## src/rtl/irq_cc_pkg.sv

```systemverilog
`timescale 1ns/1ps
package irq_cc_pkg;

    localparam int DW = 32;

    typedef enum logic [2:0] {
        RG_NONE,
        RG_PRIO,
        RG_PEND,
        RG_EN,
        RG_CTX
    } region_e;

    typedef enum logic [1:0] {
        CS_THR,
        CS_CLAIM,
        CS_OTHER
    } ctx_sel_e;

    // index width for a count, never below one bit
    function automatic int idx_w(input int n);
        return (n > 1) ? $clog2(n) : 1;
    endfunction

endpackage

```

## src/rtl/irq_cc_decode.sv

```systemverilog
`timescale 1ns/1ps
module irq_cc_decode
    import irq_cc_pkg::*;
#(
    parameter int unsigned AW         = 12,
    parameter int unsigned N_SRC      = 8,
    parameter int unsigned N_CTX      = 2,
    parameter int unsigned NW         = 1,
    parameter int unsigned PRIO_BASE  = 32'h000,
    parameter int unsigned PEND_BASE  = 32'h080,
    parameter int unsigned EN_BASE    = 32'h100,
    parameter int unsigned EN_STRIDE  = 32'h020,
    parameter int unsigned CTX_BASE   = 32'h200,
    parameter int unsigned CTX_STRIDE = 32'h010,
    parameter int          SIW        = idx_w(N_SRC),
    parameter int          WIW        = idx_w(NW),
    parameter int          CIW        = idx_w(N_CTX)
) (
    input  logic [AW-1:0]  addr,
    output region_e        region,
    output logic [SIW-1:0] src_idx,
    output logic [WIW-1:0] word_idx,
    output logic [CIW-1:0] ctx_idx,
    output logic           word_ok,
    output ctx_sel_e       ctx_sel
);

    localparam int EN_SH = $clog2(EN_STRIDE);
    localparam int CX_SH = $clog2(CTX_STRIDE);

    logic [31:0] a;
    logic [31:0] off;
    logic [31:0] sub;

    always_comb begin
        a        = 32'(addr);
        off      = '0;
        sub      = '0;
        region   = RG_NONE;
        src_idx  = '0;
        word_idx = '0;
        ctx_idx  = '0;
        word_ok  = 1'b0;
        ctx_sel  = CS_OTHER;
        if (a[1:0] == 2'b00) begin
            if (a >= PRIO_BASE && (a - PRIO_BASE) < N_SRC * 4) begin
                region  = RG_PRIO;
                off     = a - PRIO_BASE;
                src_idx = SIW'(off >> 2);
            end else if (a >= PEND_BASE && (a - PEND_BASE) < NW * 4) begin
                region   = RG_PEND;
                off      = a - PEND_BASE;
                word_idx = WIW'(off >> 2);
            end else if (a >= EN_BASE && (a - EN_BASE) < N_CTX * EN_STRIDE) begin
                region   = RG_EN;
                off      = a - EN_BASE;
                ctx_idx  = CIW'(off >> EN_SH);
                sub      = (off & (EN_STRIDE - 1)) >> 2;
                word_ok  = (sub < NW);
                word_idx = WIW'(sub);
            end else if (a >= CTX_BASE && (a - CTX_BASE) < N_CTX * CTX_STRIDE) begin
                region  = RG_CTX;
                off     = a - CTX_BASE;
                ctx_idx = CIW'(off >> CX_SH);
                sub     = off & (CTX_STRIDE - 1);
                if (sub == 32'd0) begin
                    ctx_sel = CS_THR;
                end else if (sub == 32'd4) begin
                    ctx_sel = CS_CLAIM;
                end else begin
                    ctx_sel = CS_OTHER;
                end
            end
        end
    end

endmodule

```

## src/rtl/irq_cc_legal.sv

```systemverilog
`timescale 1ns/1ps
module irq_cc_legal #(
    parameter int unsigned MAX_PRIO = 7,
    parameter int          PW       = $clog2(MAX_PRIO + 1)
) (
    input  logic [31:0]   wdata,
    output logic          ok,
    output logic [PW-1:0] value
);

    localparam bit POW2 = (((MAX_PRIO + 1) & MAX_PRIO) == 0);

    generate
        if (POW2) begin : g_wrap
            assign ok    = 1'b1;
            assign value = PW'(wdata % 32'(MAX_PRIO + 1));
        end else begin : g_drop
            assign ok    = (wdata <= 32'(MAX_PRIO));
            assign value = PW'(wdata);
        end
    endgenerate

endmodule

```

## src/rtl/irq_cc_arb.sv

```systemverilog
`timescale 1ns/1ps
module irq_cc_arb #(
    parameter int N_SRC = 8,
    parameter int PW    = 3,
    parameter int SIW   = 3
) (
    input  logic [N_SRC-1:0]         pend,
    input  logic [N_SRC-1:0]         clm,
    input  logic [N_SRC-1:0]         en,
    input  logic [N_SRC-1:0][PW-1:0] prio,
    input  logic [PW-1:0]            thr,
    output logic [SIW-1:0]           win_id
);

    logic [PW-1:0] best_p;

    // strict compare keeps the lowest ID on a tie
    always_comb begin
        best_p = thr;
        win_id = '0;
        for (int i = 0; i < N_SRC; i++) begin
            if (pend[i] && en[i] && !clm[i] && (prio[i] > best_p)) begin
                best_p = prio[i];
                win_id = SIW'(i);
            end
        end
    end

endmodule

```

## src/rtl/irq_claim_ctrl.sv

```systemverilog
`timescale 1ns/1ps
module irq_claim_ctrl
    import irq_cc_pkg::*;
#(
    parameter int unsigned AW         = 12,
    parameter int unsigned N_SRC      = 8,
    parameter int unsigned N_CTX      = 2,
    parameter int unsigned MAX_PRIO   = 7,
    parameter int unsigned PRIO_BASE  = 32'h000,
    parameter int unsigned PEND_BASE  = 32'h080,
    parameter int unsigned EN_BASE    = 32'h100,
    parameter int unsigned EN_STRIDE  = 32'h020,
    parameter int unsigned CTX_BASE   = 32'h200,
    parameter int unsigned CTX_STRIDE = 32'h010
) (
    input  logic             clk,
    input  logic             rst_n,
    input  logic             reg_valid,
    input  logic             reg_we,
    input  logic [AW-1:0]    reg_addr,
    input  logic [31:0]      reg_wdata,
    output logic [31:0]      reg_rdata,
    output logic             reg_rvalid,
    input  logic [N_SRC-1:0] src_req,
    output logic [N_CTX-1:0] ctx_irq
);

    localparam int NW  = (N_SRC + 31) / 32;
    localparam int PW  = $clog2(MAX_PRIO + 1);
    localparam int SIW = idx_w(N_SRC);
    localparam int WIW = idx_w(NW);
    localparam int CIW = idx_w(N_CTX);
    localparam logic [N_SRC-1:0] REQ_MASK = {{(N_SRC-1){1'b1}}, 1'b0};

    typedef struct packed {
        logic [N_SRC-1:0][PW-1:0]    prio;
        logic [N_CTX-1:0][PW-1:0]    thr;
        logic [N_SRC-1:0]            pend;
        logic [N_SRC-1:0]            clm;
        logic [N_CTX-1:0][N_SRC-1:0] en;
        logic [31:0]                 rdata;
        logic                        rvalid;
    } state_t;

    state_t st_d, st_q;

    region_e        dec_region;
    logic [SIW-1:0] dec_src;
    logic [WIW-1:0] dec_word;
    logic [CIW-1:0] dec_ctx;
    logic           dec_word_ok;
    ctx_sel_e       dec_sel;

    logic           lg_ok;
    logic [PW-1:0]  lg_val;

    logic [N_CTX-1:0][SIW-1:0] win;
    logic [SIW-1:0]            win_sel;
    logic [N_SRC-1:0]          clr;
    logic                      rd_req;
    logic                      wr_req;
    logic                      claim_rd;

    irq_cc_decode #(
        .AW(AW), .N_SRC(N_SRC), .N_CTX(N_CTX), .NW(NW),
        .PRIO_BASE(PRIO_BASE), .PEND_BASE(PEND_BASE),
        .EN_BASE(EN_BASE), .EN_STRIDE(EN_STRIDE),
        .CTX_BASE(CTX_BASE), .CTX_STRIDE(CTX_STRIDE),
        .SIW(SIW), .WIW(WIW), .CIW(CIW)
    ) u_decode (
        .addr     (reg_addr),
        .region   (dec_region),
        .src_idx  (dec_src),
        .word_idx (dec_word),
        .ctx_idx  (dec_ctx),
        .word_ok  (dec_word_ok),
        .ctx_sel  (dec_sel)
    );

    irq_cc_legal #(
        .MAX_PRIO(MAX_PRIO), .PW(PW)
    ) u_legal (
        .wdata (reg_wdata),
        .ok    (lg_ok),
        .value (lg_val)
    );

    generate
        for (genvar c = 0; c < N_CTX; c++) begin : g_ctx
            irq_cc_arb #(
                .N_SRC(N_SRC), .PW(PW), .SIW(SIW)
            ) u_arb (
                .pend   (st_q.pend),
                .clm    (st_q.clm),
                .en     (st_q.en[c]),
                .prio   (st_q.prio),
                .thr    (st_q.thr[c]),
                .win_id (win[c])
            );
            assign ctx_irq[c] = (win[c] != '0);

            // a raised line needs some enabled, pending, unclaimed source
            p_irq_has_work_r9: assert property (@(posedge clk) disable iff (!rst_n)
                ctx_irq[c] |-> ((st_q.en[c] & st_q.pend & ~st_q.clm) != '0));

            p_thr_legal_r4: assert property (@(posedge clk) disable iff (!rst_n)
                (32'(st_q.thr[c]) <= MAX_PRIO));
        end
    endgenerate

    assign win_sel  = win[dec_ctx];
    assign rd_req   = reg_valid && !reg_we;
    assign wr_req   = reg_valid && reg_we;
    assign claim_rd = rd_req && (dec_region == RG_CTX) && (dec_sel == CS_CLAIM);

    always_comb begin
        st_d        = st_q;
        st_d.rvalid = rd_req;
        st_d.rdata  = '0;
        clr         = '0;

        if (rd_req) begin
            case (dec_region)
                RG_PRIO: st_d.rdata = 32'(st_q.prio[dec_src]);
                RG_PEND: begin
                    for (int b = 0; b < N_SRC; b++) begin
                        if ((b >> 5) == int'(dec_word)) begin
                            st_d.rdata[b & 31] = st_q.pend[b];
                        end
                    end
                end
                RG_EN: begin
                    if (dec_word_ok) begin
                        for (int b = 0; b < N_SRC; b++) begin
                            if ((b >> 5) == int'(dec_word)) begin
                                st_d.rdata[b & 31] = st_q.en[dec_ctx][b];
                            end
                        end
                    end
                end
                RG_CTX: begin
                    if (dec_sel == CS_THR) begin
                        st_d.rdata = 32'(st_q.thr[dec_ctx]);
                    end else if (dec_sel == CS_CLAIM) begin
                        st_d.rdata = 32'(win_sel);
                        if (win_sel != '0) begin
                            clr[win_sel]      = 1'b1;
                            st_d.clm[win_sel] = 1'b1;
                        end
                    end
                end
                default: st_d.rdata = '0;
            endcase
        end

        if (wr_req) begin
            case (dec_region)
                RG_PRIO: begin
                    if (dec_src != '0 && lg_ok) begin
                        st_d.prio[dec_src] = lg_val;
                    end
                end
                RG_EN: begin
                    if (dec_word_ok) begin
                        for (int b = 0; b < N_SRC; b++) begin
                            if ((b >> 5) == int'(dec_word)) begin
                                st_d.en[dec_ctx][b] = reg_wdata[b & 31];
                            end
                        end
                    end
                end
                RG_CTX: begin
                    if (dec_sel == CS_THR) begin
                        if (lg_ok) begin
                            st_d.thr[dec_ctx] = lg_val;
                        end
                    end else if (dec_sel == CS_CLAIM) begin
                        if (reg_wdata < 32'(N_SRC)) begin
                            st_d.clm[SIW'(reg_wdata)] = 1'b0;
                        end
                    end
                end
                default: ;
            endcase
        end

        st_d.pend = (st_q.pend | (src_req & REQ_MASK)) & ~clr;
    end

    always_ff @(posedge clk or negedge rst_n) begin
        if (!rst_n) begin
            st_q <= '0;
        end else begin
            st_q <= st_d;
        end
    end

    assign reg_rdata  = st_q.rdata;
    assign reg_rvalid = st_q.rvalid;

    p_read_latency_r2: assert property (@(posedge clk) disable iff (!rst_n)
        rd_req |=> reg_rvalid);

    p_unmapped_zero_r2: assert property (@(posedge clk) disable iff (!rst_n)
        (rd_req && dec_region == RG_NONE) |=> (reg_rdata == 32'd0));

    p_src0_inert_r3: assert property (@(posedge clk) disable iff (!rst_n)
        (st_q.prio[0] == '0) && !st_q.pend[0]);

    p_pend_sticky_r6: assert property (@(posedge clk) disable iff (!rst_n)
        (($past(st_q.pend) & ~st_q.pend & ~st_q.clm) == '0));

    p_claim_marks_r10: assert property (@(posedge clk) disable iff (!rst_n)
        (claim_rd && win_sel != '0) |=>
            (st_q.clm[$past(win_sel)] && !st_q.pend[$past(win_sel)]));

endmodule

```

## config.mk

```make
export PLATFORM = sky130hd
export DESIGN_NAME = irq_claim_ctrl
export DESIGN_NICKNAME = d
export VERILOG_FILES = /design/src/rtl/irq_cc_pkg.sv /design/src/rtl/irq_cc_decode.sv /design/src/rtl/irq_cc_legal.sv /design/src/rtl/irq_cc_arb.sv /design/src/rtl/irq_claim_ctrl.sv
export SDC_FILE = /design/constraint.sdc
export NUM_CORES = 1
export LEC_CHECK = 0
export CORE_UTILIZATION = 40
export CTS_BUF_LIST = sky130_fd_sc_hd__clkbuf_16
export DETAILED_ROUTE_END_ITERATION = 8
export PLACE_DENSITY = 0.7
export SYNTH_ARGS = -nofsm -noshare
export SYNTH_HDL_FRONTEND = slang
export SYNTH_HIERARCHICAL = 1
export SYNTH_SLANG_ARGS = --single-unit
```

## constraint.sdc

```tcl
create_clock -name clk -period 12.3 [get_ports clk]
set_clock_uncertainty 0.2 [all_clocks]
set_input_delay 2.46 -clock clk [delete_from_list [all_inputs] [get_ports clk]]
set_output_delay 2.46 -clock clk [all_outputs]
set_load 0.01 [all_outputs]
```

==> impl_metrics.env, run 1 <==
export IMPL_ant_nets=0
export IMPL_post_route_util_pct=59.5
export IMPL_rsz0062_at_grt="true"
export IMPL_min_period_over_period_pct=104
export IMPL_ys_top_cells_by_count="dfrtp_1, nor2_1, a21oi_1, inv_1, nand2_1"
export IMPL_dpl_worst_slack_ps=-897
export IMPL_numCtsBuffers=9
export IMPL_cp_slowest_cell="dfrtp_1"
export IMPL_cp_arrival_ps=10110
export IMPL_finalWorstSetupSlack_ps=-470
export IMPL_nNetsFinal=967
export IMPL_clock_root_buffer="clkbuf_16"
export IMPL_wl_per_cell_um=18.6
export IMPL_synth_async_reset_ratio_pct=100
export IMPL_grt_max_degree=72
export IMPL_cp_common_cell="ha_4"
export IMPL_slew_violations=0
export IMPL_cts_tree="done"
export IMPL_worst_pin_slew_ps=928
export IMPL_synth_cell_type_count=81
export IMPL_syn_to_final_growth_pct=44.1
export IMPL_synth_flop_cell="dfrtp_1"
export IMPL_io_pins=91
export IMPL_globalRouteOverflowTotal=0
export IMPL_place_inst=1019
export IMPL_ys_seq_elements=71
export IMPL_diodes=0
export IMPL_yosysTopAreaCell="dfrtp_1"
export IMPL_synth_most_common_cell="dfrtp_1"
export IMPL_drv_cap=0
export IMPL_r2r_slack_ps=1500
export IMPL_hold_buffers=0
export IMPL_drc=0
export IMPL_die_area_sq_mm=0.0162
export IMPL_ys_seq_area_share_pct=28.2
export IMPL_grt_pass1_vias=6305
export IMPL_finalSetupViolations=2
export IMPL_power_density_mw_per_mm2=65.2
export IMPL_vias_per_cell=5.76
export IMPL_relSlewSlack_pct=38.2
export IMPL_synth_area_sq_mm=0.00630
export IMPL_die_h_um=127
export IMPL_cp_end_kind="output port"
export IMPL_outcome="finished, violations left"
export IMPL_worst_setup_path_type="flip-flop to output port"
export IMPL_irDropWorstVdd_uv=85.8
export IMPL_timing_reg2reg_worst_path_depth=52
export IMPL_rows=45
export IMPL_core_area_sq_mm=0.0153
export IMPL_cts_clk_slew_worst_paths_ps=60
export IMPL_first_pass_iters=7
export IMPL_final_cells=1094
export IMPL_synth_edf_count=0
export IMPL_routabilityCongestion=0.868
export IMPL_die_w_um=127
export IMPL_min_period_ps=12770
export IMPL_violations="setup timing"
export IMPL_io_buffers=65
export IMPL_max_freq_ghz=0.0783
export IMPL_htreeDepth=3
export IMPL_drtIter0Drc=511
export IMPL_syn_inst=683
export IMPL_grt_pass1_wl_mm=32.1
export IMPL_antenna_found_initial=0
export IMPL_clkLatencyLatePin_ps=330
export IMPL_cts_sinks=71
export IMPL_clock_path_buffers=2
export IMPL_slowest_delay_ps=420
export IMPL_power_leakage_nw=3.90
export IMPL_r2r_end="st_q[52]"
export IMPL_worstSetupStartpointType="flip-flop"
export IMPL_whs_path_depth=1
export IMPL_required_ps=9640
export IMPL_synth_area_per_cell_sq_um=9.22
export IMPL_track_usage_pct=25.1
export IMPL_final_area_sq_mm=0.00907
export IMPL_dp_hpwl_mm=13.4
export IMPL_num_vias=6298
export IMPL_drive_gt1_share_pct=36.8
export IMPL_cp_max_fo=4
export IMPL_yosys_warnings=6
export IMPL_startpoint="st_q[73]"
export IMPL_worstReg2RegStart="st_q[71]"
export IMPL_p_total_w=0.000592
export IMPL_yosysTopAreaCellShare_pct=28.2
export IMPL_wl_mm=20.3
export IMPL_finalHoldViolCount=0
export IMPL_start_util_pct=41.3
export IMPL_min_path_type="flip-flop to flip-flop"
export IMPL_placed_area_sq_mm=0.00765
export IMPL_crit_end="ctx_irq[1]"
export IMPL_ys_top_cells_by_area="dfrtp_1, ha_1, mux2_1, buf_4, mux2_2"
-- how the worst min path moves through the flow --
| stage | startpoint | end | slack [ps] |
|---|---|---|---|
| after floorplan | st_q[71] | st_q[71] | 270 |
| after global placement | st_q[35] | st_q[35] | 290 |
| after detailed placement | st_q[35] | st_q[35] | 300 |
| after CTS | st_q[35] | st_q[35] | 310 |
| after global routing | st_q[35] | st_q[35] | 340 |
| final | st_q[34] | st_q[34] | 320 |
-- repair_timing --
action / CTS / global route
gates cloned: 0 / 0
pin swaps: 76 / 67
endpoints found under the setup margin: 2 / 2
gates resized for setup: 102 / 33
buffers inserted: 48 / 13
-- kinds of logic (layout without fill, tap and decap cells) --
family                     count (synthesis)  count (layout)  share of synthesized area [%]
adders and majority gates                 37              37                           7.23
other                                      2              25                          0.119
and+or+nand+nor                          248             248                           23.0
muxes                                     76              76                           14.9
DFF                                       71              71                           28.2
buffers and inverters                     94             271                           7.99
AOI/OAI and AO/OA                        153             153                           18.3
xor gates and xnor gates                   2               2                          0.278
-- cell type report --
class                      instances  area [sq um]
clock buffer                       9           225
clock inverter                     7           136
fill                            1259          6190
inverter                          44           173
multi-input combinational        541          4720
sequential                        71          1780
tap                              211           264
timing repair buffer             211          1770
-- layer usage --
| metal | global-route usage (%) | share of wire [%] | vias up |
|---|---|---|---|
| met5 | 0 | 0 | - |
| li1 | - | - | 2895 |
| met2 | 43.8 | 50 | 260 |
| met4 | 8.82 | 2.7 | 0 |
| met1 | 31.1 | 41 | 3092 |
| met3 | 4.19 | 6.0 | 51 |
-- worst max-delay path: cells and delay by family (launching register included) --
kind / cells / cell delay, ps
AOI/OAI and AO/OA: 10 / 1700
buffers and inverters: 9 / 920
adders and majority gates: 9 / 2220
DFF: 1 / 420
muxes: 5 / 1490
and+or+nand+nor: 19 / 2990
-- flip-flops by register name (all words and copies together) (netlist names) --
name,count
st_q,62
reg_rvalid,1
reg_rdata,8
-- power by group --
group / leakage (nW) / internal, W / switching [W]
combinational: 2.77 / 0.0000198 / 0.0000211
sequential: 0.955 / 0.000234 / 0.0000000431
clock: 0.178 / 0.000217 / 0.0000993
total: 3.90 / 0.000471 / 0.000120
-- per-stage QoR --
stage	setup TNS [ps]	hold WS, ps
2_1_floorplan	0	267
3_3_place_gp	-1590	288
3_5_place_dp	-1760	296
4_1_cts	-30.9	310
5_1_grt	-1580	344
6_report	-833	317
-- placed cells by master, fill, tap and decap left out, types with 8 or more instances in the layout --
cell | Yosys | routed
and3b_1 | 9 | 9
and2_1 | 11 | 11
mux4_2 | 9 | 9
nand2_1 | 42 | 36
a21oi_2 | 0 | 9
inv_1 | 44 | 40
or3_1 | 10 | 8
buf_6 | 1 | 10
nor3_1 | 13 | 9
and3_1 | 16 | 14
nor2_1 | 58 | 47
buf_4 | 36 | 138
ha_1 | 33 | 15
conb_1 | 2 | 25
mux2_1 | 28 | 28
mux2i_1 | 15 | 13
mux2_2 | 24 | 18
ha_4 | 0 | 14
clkbuf_16 | 0 | 9
o21ai_0 | 14 | 12
clkdlybuf4s50_1 | 0 | 62
dfrtp_1 | 71 | 71
nand3_1 | 15 | 8
a21oi_1 | 44 | 33
nor4_1 | 14 | 10
Power figures use the tool's default switching activity.
==> run 2: changes to the inputs <==
- ABC_AREA: default -> 1
==> run 2 against run 1 <==
The run now ends clean. Via count is 3.4% lower. Sequential share of layout area is 3.0 points higher. Non-clock buffer count is 110 lower. Routed wire length is 19% lower. Synthesized cell count is 39% higher. Final area is 13% lower. Critical path type unchanged.
==> impl_metrics.env, run 2 <==
export IMPL_rsz0062_at_grt="true"
export IMPL_numCtsBuffers=9
export IMPL_dp_hpwl_mm=12.5
export IMPL_synth_flop_cell="dfrtp_1"
export IMPL_clkLatencyLatePin_ps=340
export IMPL_slew_violations=0
export IMPL_worstSetupStartpointType="flip-flop"
export IMPL_htreeDepth=3
export IMPL_syn_to_final_growth_pct=22.1
export IMPL_drv_cap=0
export IMPL_die_w_um=129
export IMPL_start_util_pct=40.8
export IMPL_fillCellCount=1603
export IMPL_synth_edf_count=0
export IMPL_whs_path_depth=0
export IMPL_top_register="st_q"
export IMPL_min_period_ps=11810
export IMPL_grt_pass1_vias=5487
export IMPL_slowest_delay_ps=400
export IMPL_synth_area_sq_mm=0.00644
export IMPL_finalWorstSetupSlack_ps=486
export IMPL_track_usage_pct=20.4
export IMPL_mostFrequentLayoutCells="nand2_1, inv_1, nor2_1"
export IMPL_post_route_util_pct=49.8
export IMPL_rows=46
export IMPL_grt_max_degree=72
export IMPL_worst_setup_path_type="flip-flop to output port"
export IMPL_synth_area_per_cell_sq_um=6.79
export IMPL_irDropWorstVdd_uv=57.8
export IMPL_wl_per_cell_um=13.2
export IMPL_wl_mm=16.6
export IMPL_ys_top_cells_by_count="nand2_1, inv_1, nor2_1, dfrtp_1, nand3_1"
export IMPL_first_pass_iters=5
export IMPL_finalSetupViolations=0
export IMPL_relSlewSlack_pct=37.4
export IMPL_drive_gt1_share_pct=21.2
export IMPL_largest_register_ff_count=62
export IMPL_final_common_cell="nand2_1"
export IMPL_yosys_warnings=6
export IMPL_timing_reg2reg_worst_path_depth=67
export IMPL_min_period_over_period_pct=96.0
export IMPL_finalHoldViolCount=0
export IMPL_routabilityCongestion=0.905
export IMPL_num_vias=6086
export IMPL_core_area_sq_mm=0.0158
export IMPL_synth_cell_type_count=47
export IMPL_power_leakage_nw=3.69
export IMPL_clock_root_buffer="clkbuf_16"
export IMPL_io_buffers=65
export IMPL_vias_per_cell=4.84
export IMPL_placed_area_sq_mm=0.00719
export IMPL_ys_top_cells_by_area="dfrtp_1, nand2_1, inv_1, ha_1, nand3_1"
export IMPL_yosysTopAreaCellShare_pct=27.6
export IMPL_required_ps=9640
export IMPL_synth_most_common_cell="nand2_1"
export IMPL_nNetsFinal=1125
export IMPL_worst_pin_slew_ps=938
export IMPL_yosysTopAreaCell="dfrtp_1"
export IMPL_dpl_worst_slack_ps=-157
export IMPL_cp_end_kind="output port"
export IMPL_drtIter0Drc=404
export IMPL_cts_tree="done"
export IMPL_ys_seq_area_share_pct=27.6
export IMPL_cts_sinks=71
export IMPL_io_pins=91
export IMPL_syn_inst=948
export IMPL_multiInputGateArea_sq_mm=0.00408
export IMPL_ant_nets=0
export IMPL_layout_area_seq_sq_mm=0.00178
export IMPL_power_density_mw_per_mm2=67.9
export IMPL_cp_slowest_cell="dfrtp_1"
export IMPL_final_area_sq_mm=0.00786
export IMPL_grt_pass1_wl_mm=26.2
export IMPL_hold_buffers=0
export IMPL_diodes=0
export IMPL_globalRouteOverflowTotal=0
export IMPL_p_total_w=0.000534
export IMPL_die_area_sq_mm=0.0166
export IMPL_die_h_um=129
export IMPL_ys_seq_elements=71
export IMPL_final_cells=1257
export IMPL_clock_path_buffers=2
export IMPL_outcome="complete, no violations"
export IMPL_max_freq_ghz=0.0846
export IMPL_cp_arrival_ps=9150
export IMPL_min_path_type="flip-flop to flip-flop"
export IMPL_cts_clk_slew_worst_paths_ps=50
export IMPL_place_inst=1216
export IMPL_drc=0
export IMPL_cp_max_fo=6
export IMPL_antenna_found_initial=0
export IMPL_synth_async_reset_ratio_pct=100
run 2: logic make-up (layout without fill, tap and decap cells):
| family | count (synthesis) | in the layout | synth area share [%] |
|---|---|---|---|
| buf+inv | 189 | 259 | 13.6 |
| simple gates | 523 | 523 | 39.3 |
| other cells | 2 | 25 | 0.117 |
| fa+ha+maj | 33 | 33 | 6.42 |
| flops | 71 | 71 | 27.6 |
| compound gates | 130 | 130 | 13.0 |
run 2: path summary, 6_finish.rpt:
kind / start / to / slack, ps
max: st_q[66] / ctx_irq[0] / 490
min: st_q[71] / st_q[71] / 220
max reg2reg: st_q[66] / st_q[59] / 2730
min reg2reg: st_q[71] / st_q[71] / 220
max in group asynchronous: rst_n / st_q[75] / 9140
min in group asynchronous: rst_n / reg_rdata[3] / 2130
run 2: power by group:
group	leakage, nW	internal, W	switching, W
Combinational	2.62	0.0000199	0.0000244
Clock	0.140	0.000155	0.000100
Sequential	0.923	0.000234	0.0000000544
run 2: area by class of cell:
class	instances	share of cell area (%)
multi-input cells	711	51.9
flip-flops and latches	71	22.6
repair buffers	101	11.5
inverters	142	6.84
well taps	216	3.44
clock buffers	9	2.86
clock inverters	7	0.812
run 2: routing by layer:
layer  global-route usage (%)  vias to the layer above  share of wire (%)  routed length (um)
met5                        0                        -                  0                   0
met4                     7.20                        0                1.9                 312
met3                     2.79                       24                4.9                 810
met2                     34.1                      187                 48                7950
met1                     27.1                     2712                 45                7490
li1                         -                     3163                  -                   -
run 2: per-stage QoR:
stage / hold slack (ps) / TNS (ps)
6_report: 218 / 0
5_1_grt: 229 / -257
4_1_cts: 244 / 0
3_5_place_dp: 231 / -157
3_3_place_gp: 229 / 0
2_1_floorplan: 271 / 0
run 2: critical path: cells and delay by family, from the launching register on:
family	cells	cell delay [ps]
and+or+nand+nor	39	4550
adders and majority gates	8	2110
AOI/OAI and AO/OA	10	1250
buffers and inverters	6	510
DFF	1	400
run 2: repair_timing:
action	in CTS	in global routing
setup buffers	6	19
endpoints found under the setup margin	2	2
gates resized for setup	18	39
pin swaps	5	33
